$ cat src/rtl/des_ks_pkg.sv
// Package: shared constants and selection tables for the DES key schedule.
// Assumes bit 1 of every vector is its most significant bit.
package des_ks_pkg;
    localparam int KEY_W    = 64;
    localparam int CD_W     = 56;
    localparam int HALF_W   = CD_W / 2;
    localparam int SUBKEY_W = 48;
    localparam int ROUNDS   = 16;
    localparam int RIDX_W   = $clog2(ROUNDS);
    localparam int ROT_W    = $clog2(HALF_W);

    // Source key bit (1-based) for each reduced-key position 1..56.
    localparam int unsigned PC1_SEL [CD_W] = '{
        57, 49, 41, 33, 25, 17,  9,  1, 58, 50, 42, 34, 26, 18,
        10,  2, 59, 51, 43, 35, 27, 19, 11,  3, 60, 52, 44, 36,
        63, 55, 47, 39, 31, 23, 15,  7, 62, 54, 46, 38, 30, 22,
        14,  6, 61, 53, 45, 37, 29, 21, 13,  5, 28, 20, 12,  4
    };

    // Source position (1-based, in the rejoined halves) for subkey bits 1..48.
    localparam int unsigned PC2_SEL [SUBKEY_W] = '{
        14, 17, 11, 24,  1,  5,  3, 28, 15,  6, 21, 10,
        23, 19, 12,  4, 26,  8, 16,  7, 27, 20, 13,  2,
        41, 52, 31, 37, 47, 55, 30, 40, 51, 45, 33, 48,
        44, 49, 39, 56, 34, 53, 46, 42, 50, 36, 29, 32
    };

    // Left shift applied in schedule step s (0-based).
    function automatic int unsigned step_shift(input int unsigned s);
        return (s == 0 || s == 1 || s == 8 || s == 15) ? 1 : 2;
    endfunction

    // Total left rotation of the halves for schedule step s, reduced modulo one turn.
    function automatic logic [ROT_W-1:0] cum_rotation(input logic [RIDX_W-1:0] s);
        int unsigned acc;
        acc = 0;
        for (int unsigned i = 0; i < ROUNDS; i++) begin
            if (i <= s) acc += step_shift(i);
        end
        return ROT_W'(acc % HALF_W);
    endfunction
endpackage

$ cat src/rtl/des_ks_pc1.sv
// Module: parity-stripping key selection. Reorders 64 key bits into 56 and
// drops every eighth bit. Purely combinational.
module des_ks_pc1
    import des_ks_pkg::*;
(
    input  logic [KEY_W-1:0] key,
    output logic [CD_W-1:0]  cd
);
    // Route each reduced-key bit from its table-selected key bit.
    for (genvar i = 0; i < CD_W; i++) begin : g_sel
        assign cd[CD_W-1-i] = key[KEY_W - int'(PC1_SEL[i])];
    end

    // Parity positions are intentionally not routed anywhere.
    logic unused_parity;
    assign unused_parity = ^{key[56], key[48], key[40], key[32],
                             key[24], key[16], key[8],  key[0]};
endmodule

$ cat src/rtl/des_ks_rotl.sv
// Module: variable left rotation of one key half. Assumes amt < W.
module des_ks_rotl #(
    parameter int W     = 28,
    parameter int AMT_W = 5
) (
    input  logic [W-1:0]     din,
    input  logic [AMT_W-1:0] amt,
    output logic [W-1:0]     dout
);
    logic [2*W-1:0] doubled;

    // Shift a doubled copy so the upper half holds the rotated value.
    always_comb begin
        doubled = {din, din} << amt;
        dout    = doubled[2*W-1:W];
    end
endmodule

$ cat src/rtl/des_ks_offset.sv
// Module: maps a requested round and direction to an absolute left rotation
// of the stored halves. Decrypt walks the schedule backwards.
module des_ks_offset
    import des_ks_pkg::*;
(
    input  logic              decrypt,
    input  logic [RIDX_W-1:0] round_idx,
    output logic [ROT_W-1:0]  rot_amt
);
    logic [RIDX_W-1:0] sched_step;

    // Pick the schedule step, then look up its accumulated rotation.
    always_comb begin
        sched_step = decrypt ? RIDX_W'(ROUNDS - 1) - round_idx : round_idx;
        rot_amt    = cum_rotation(sched_step);
    end
endmodule

$ cat src/rtl/des_ks_pc2.sv
// Module: compression selection. Picks 48 of the 56 rejoined half bits.
// Purely combinational.
module des_ks_pc2
    import des_ks_pkg::*;
(
    input  logic [CD_W-1:0]     cd,
    output logic [SUBKEY_W-1:0] kout
);
    // Route each subkey bit from its table-selected position.
    for (genvar i = 0; i < SUBKEY_W; i++) begin : g_sel
        assign kout[SUBKEY_W-1-i] = cd[CD_W - int'(PC2_SEL[i])];
    end
endmodule

$ cat src/rtl/des_key_schedule.sv
// Module: DES round subkey generator. Stores the parity-stripped key halves
// on load and registers the subkey for the requested round one edge later.
// Assumes round_idx stays within 0..15 and reset is synchronous, active low.
module des_key_schedule
    import des_ks_pkg::*;
(
    input  logic              clk,
    input  logic              rst_n,
    input  logic              load_key,
    input  logic [63:0]       key_in,
    input  logic              decrypt,
    input  logic [3:0]        round_idx,
    output logic [47:0]       subkey,
    output logic              subkey_valid
);
    logic [CD_W-1:0]     cd_new;
    logic [HALF_W-1:0]   half_q [2];
    logic [HALF_W-1:0]   half_rot [2];
    logic [ROT_W-1:0]    rot_amt;
    logic [SUBKEY_W-1:0] subkey_d;
    logic [SUBKEY_W-1:0] subkey_q;
    logic                key_ok_q;
    logic                valid_q;

    des_ks_pc1 u_pc1 (
        .key (key_in),
        .cd  (cd_new)
    );

    des_ks_offset u_offset (
        .decrypt   (decrypt),
        .round_idx (round_idx),
        .rot_amt   (rot_amt)
    );

    // One rotator per half, both driven by the same offset.
    for (genvar h = 0; h < 2; h++) begin : g_half
        des_ks_rotl #(
            .W     (HALF_W),
            .AMT_W (ROT_W)
        ) u_rotl (
            .din  (half_q[h]),
            .amt  (rot_amt),
            .dout (half_rot[h])
        );
    end

    des_ks_pc2 u_pc2 (
        .cd   ({half_rot[0], half_rot[1]}),
        .kout (subkey_d)
    );

    // Key storage: capture the halves only when the strobe is high.
    always_ff @(posedge clk) begin
        if (!rst_n) begin
            half_q[0] <= '0;
            half_q[1] <= '0;
            key_ok_q  <= 1'b0;
        end else if (load_key) begin
            half_q[0] <= cd_new[CD_W-1:HALF_W];
            half_q[1] <= cd_new[HALF_W-1:0];
            key_ok_q  <= 1'b1;
        end
    end

    // Output register: the subkey for the sampled round, flagged once a key is held.
    always_ff @(posedge clk) begin
        if (!rst_n) begin
            subkey_q <= '0;
            valid_q  <= 1'b0;
        end else if (load_key) begin
            valid_q  <= 1'b0;
        end else begin
            subkey_q <= subkey_d;
            valid_q  <= key_ok_q;
        end
    end

    assign subkey       = subkey_q;
    assign subkey_valid = valid_q;
endmodule

$ cat config.mk
export PLATFORM = sky130hd
export DESIGN_NAME = des_key_schedule
export DESIGN_NICKNAME = d
export VERILOG_FILES = /design/src/rtl/des_ks_pkg.sv /design/src/rtl/des_ks_pc1.sv /design/src/rtl/des_ks_rotl.sv /design/src/rtl/des_ks_offset.sv /design/src/rtl/des_ks_pc2.sv /design/src/rtl/des_key_schedule.sv
export SDC_FILE = /design/constraint.sdc
export NUM_CORES = 1
export LEC_CHECK = 0
export BUFFER_PORTS_ARGS = -buffer_cell sky130_fd_sc_hd__buf_2
export CORE_ASPECT_RATIO = 0.5
export CORE_UTILIZATION = 30
export CTS_CLUSTER_DIAMETER = 30
export DETAILED_ROUTE_END_ITERATION = 16
export HOLD_SLACK_MARGIN = 0.08
export PLACE_DENSITY_LB_ADDON = 0.05
export SYNTH_ARGS = -nofsm -noshare
export SYNTH_HDL_FRONTEND = slang
export SYNTH_SLANG_ARGS = --single-unit
$ cat constraint.sdc
create_clock -name clk -period 18.1 [get_ports clk]
set_clock_uncertainty 0.05 [all_clocks]
set_input_delay 5.43 -clock clk [delete_from_list [all_inputs] [get_ports clk]]
set_output_delay 5.43 -clock clk [all_outputs]
set_load 0.05 [all_outputs]
==> reports/results.txt <==
Synth top cells by count = 216 x mux2i_1, 79 x nor2_1, 63 x and3_1
power per cell area = 194 nW/um^2
final slew viol count = 0
CP max FO = 33
final number of setup-violating endpoints = 0
DP Area = 10200 um^2
Syn. warnings = 0
Net count, final = 1150
synth top area cells = mux2i_1 23%, edfxtp_1 18%, dfxtp_1 11%
Highest Clock Rate = 0.0610 GHz
Peak VDD IR = 0.108 mV
final wirelength = 25700 um
CTS root buf = clkbuf_16
WS Path Type = in2reg
number of hold violations in the final report = 0
Most common cell on crit path = ha_1
initial DRC count = 432
first-pass GRT wire length = 41100 um
WP data required = 18.29 ns
# diodes = 0
met1 Use GR = 20.0%
maxcap violations = 0
setup TNS = 0 ns
Chip Width = 253 um
kind of start point of the critical path = input port
PnR worst setup slack = 1.71 ns
CP top delay family = compound AO/OA/AOI/OAI gates
GRT Overall Usage = 15.8%
Main synth FF type = edfxtp_1
Reg power frac = 17.2%
largest net degree at the start of global routing = 103
hold crit path type = reg2reg
Vias = 7740
final core utilization = 34.3%
pre-CTS WS = 1.39 ns
critical path buffer and inverter count = 5
Syn-to-layout area delta = 11.1%
# port buffers = 112
Yosys cell types = 115
Hold Buf Count CTS = 0
DRC Markers = 0
ys async rst share = 0%
Max-slew headroom = 38.5%
initial antenna violation count = 0
Synth Net Count = 1086
EDFF count, synth = 56
Vias/cell = 5.18
die area = 32300 um^2
Critical Path End Type = register
cell taking the most area after synthesis = mux2i_1
Psw = 1.05 mW
period utilization = 90.6%
minimum clock period after layout = 16.39 ns
CTS tree = yes
CTS Buf Count = 9
# Post-CTS Setup Buffers = 0
Initial Util = 30.9%
routability cong. = 0.794
Worst Tran Pin Value = 0.923 ns
Synth Cell Area = 9470 um^2
clock slew at reported path FFs = 0.07 ns
Synth top area share = 22.8%
clock network power share = 10.3%
Clock Path Buffers = 2
most frequent cell after synthesis = mux2i_1
Post-DP HPWL = 19800 um
sw frac = 51.2%
post-synthesis sequential area ratio = 28.3%
GRT busiest layer = met2
reg2reg setup slack = 15.85 ns
Logic pwr share = 72.5%
Syn Inst Count = 1002
RSZ-0062 raised after global routing = no
internal power = 0.998 mW
drt pass-1 iters = 4
core area = 30700 um^2
grt ovf = 0
H-tree Lvls = 3
Yosys reg bits = 106
Rows = 45
final instance area = 10500 um^2
later-pin clock latency in the skew report = 0.35 ns
Post-CTS Resized = 0
Post-DRT Antenna Nets = 0
CP max-delay cell = o311a_1
num ports = 121
Die H = 128 um
vias in the first global route = 7849
share of cells above drive strength 1 = 21.2%
P_leak = 4.76 nW
Arr. time, crit path = 16.59 ns
CP max stage delay = 0.78 ns
Clock Sinks = 106
Mean Syn Cell Area = 9.46 um^2
GRT met3 Usage = 1.81%
wire per inst = 17.2 um
grt met2 use = 29.2%
status = complete, no violations
[path summary, 6_finish.rpt]
kind / startpoint / to / depth (start not counted)
hold / removal: key_ok_q$_SDFFE_PN0P_ / key_ok_q$_SDFFE_PN0P_ / 1
setup reg to reg: half_q[0][13]$_SDFFCE_PN0P_ / subkey[24]$_SDFFE_PN0N_ / 6
setup / recovery: decrypt / subkey[8]$_SDFFE_PN0N_ / 50
hold reg to reg: key_ok_q$_SDFFE_PN0P_ / key_ok_q$_SDFFE_PN0P_ / 1
[layout by cell type (no fill, tap or decap), types with 4 or more instances in the layout]
master	instances
xor2_1	6
nor4_1	4
edfxtp_1	56
mux2i_1	216
or2_2	6
or2_1	4
a211oi_1	10
inv_1	10
o221ai_1	9
xnor2_1	16
a31oi_1	5
a32oi_1	5
o31ai_1	4
nand2_1	54
and3_1	63
mux2_2	11
nor3b_1	6
o21ai_1	7
nor2b_1	5
nand3_1	16
or3_1	4
nand2b_1	7
o21ai_0	59
a21oi_1	24
and2_1	7
nand2_2	5
buf_2	112
clkbuf_16	9
dfxtp_1	50
nor3_1	11
o22ai_1	34
buf_4	17
nand4_1	4
nor2_1	78
ha_1	12
[cell families (layout without fill, tap and decap cells)]
logic type	Yosys count	in the layout	synth area share, %
buffers and inverters	89	158	6.27
AND/OR/NAND/NOR	307	307	17.5
XOR/XNOR	31	31	4.11
flip-flops	106	106	28.3
AO/OA/AOI/OAI	220	220	16.7
multiplexers	232	232	25.0
adder cells (fa/ha/maj)	17	17	2.14
[final cells by class]
class / count / area [um^2]
flip-flops and latches: 106 / 2680
repair buffers: 130 / 708
fillers: 3194 / 20200
clock buffers: 10 / 229
inverters: 12 / 45.0
multi-input cells: 807 / 6250
well taps: 423 / 529
clock inverters: 6 / 88.8
[layer usage]
| layer | part of all wire [%] | routed length [um] | vias up |
|---|---|---|---|
| li1 | - | - | 3932 |
| met1 | 47 | 12200 | 3723 |
| met5 | 0 | 0 | - |
| met4 | 0.72 | 186 | 0 |
| met2 | 50 | 12900 | 70 |
| met3 | 1.5 | 386 | 15 |
[worst register-to-register path, delay by kind of cell, from the launching register on]
kind               cells  cell delay (ns)
AOI/OAI and AO/OA      4             1.28
muxes                  2             0.42
DFF                    1             0.41
[per-stage QoR]
step                      power [mW]  std cells  hold WS, ns
after detailed placement        1.84       1478        0.387
after CTS                       2.06       1494        0.404
after global placement          1.83       1478        0.379
after global routing            2.19       1494        0.434
final                           2.04       1494        0.399
after floorplan                 1.62       1002        0.370
[registers in the layout (all words and copies together), names as in the netlist]
| register | count |
|---|---|
| half_q | 56 |
| key_ok_q | 1 |
| subkey_valid | 1 |
| subkey | 48 |
[power groups by stage]
| stage | logic [mW] | registers [mW] | clock network, mW |
|---|---|---|---|
| 2_1_floorplan | 1.10 | 0.525 | 0 |
| 3_3_place_gp | 1.47 | 0.357 | 0 |
| 3_5_place_dp | 1.48 | 0.360 | 0 |
| 4_1_cts | 1.49 | 0.354 | 0.218 |
| 5_1_grt | 1.60 | 0.359 | 0.227 |
| 6_report | 1.48 | 0.352 | 0.210 |
Power figures use the tool's default switching activity.
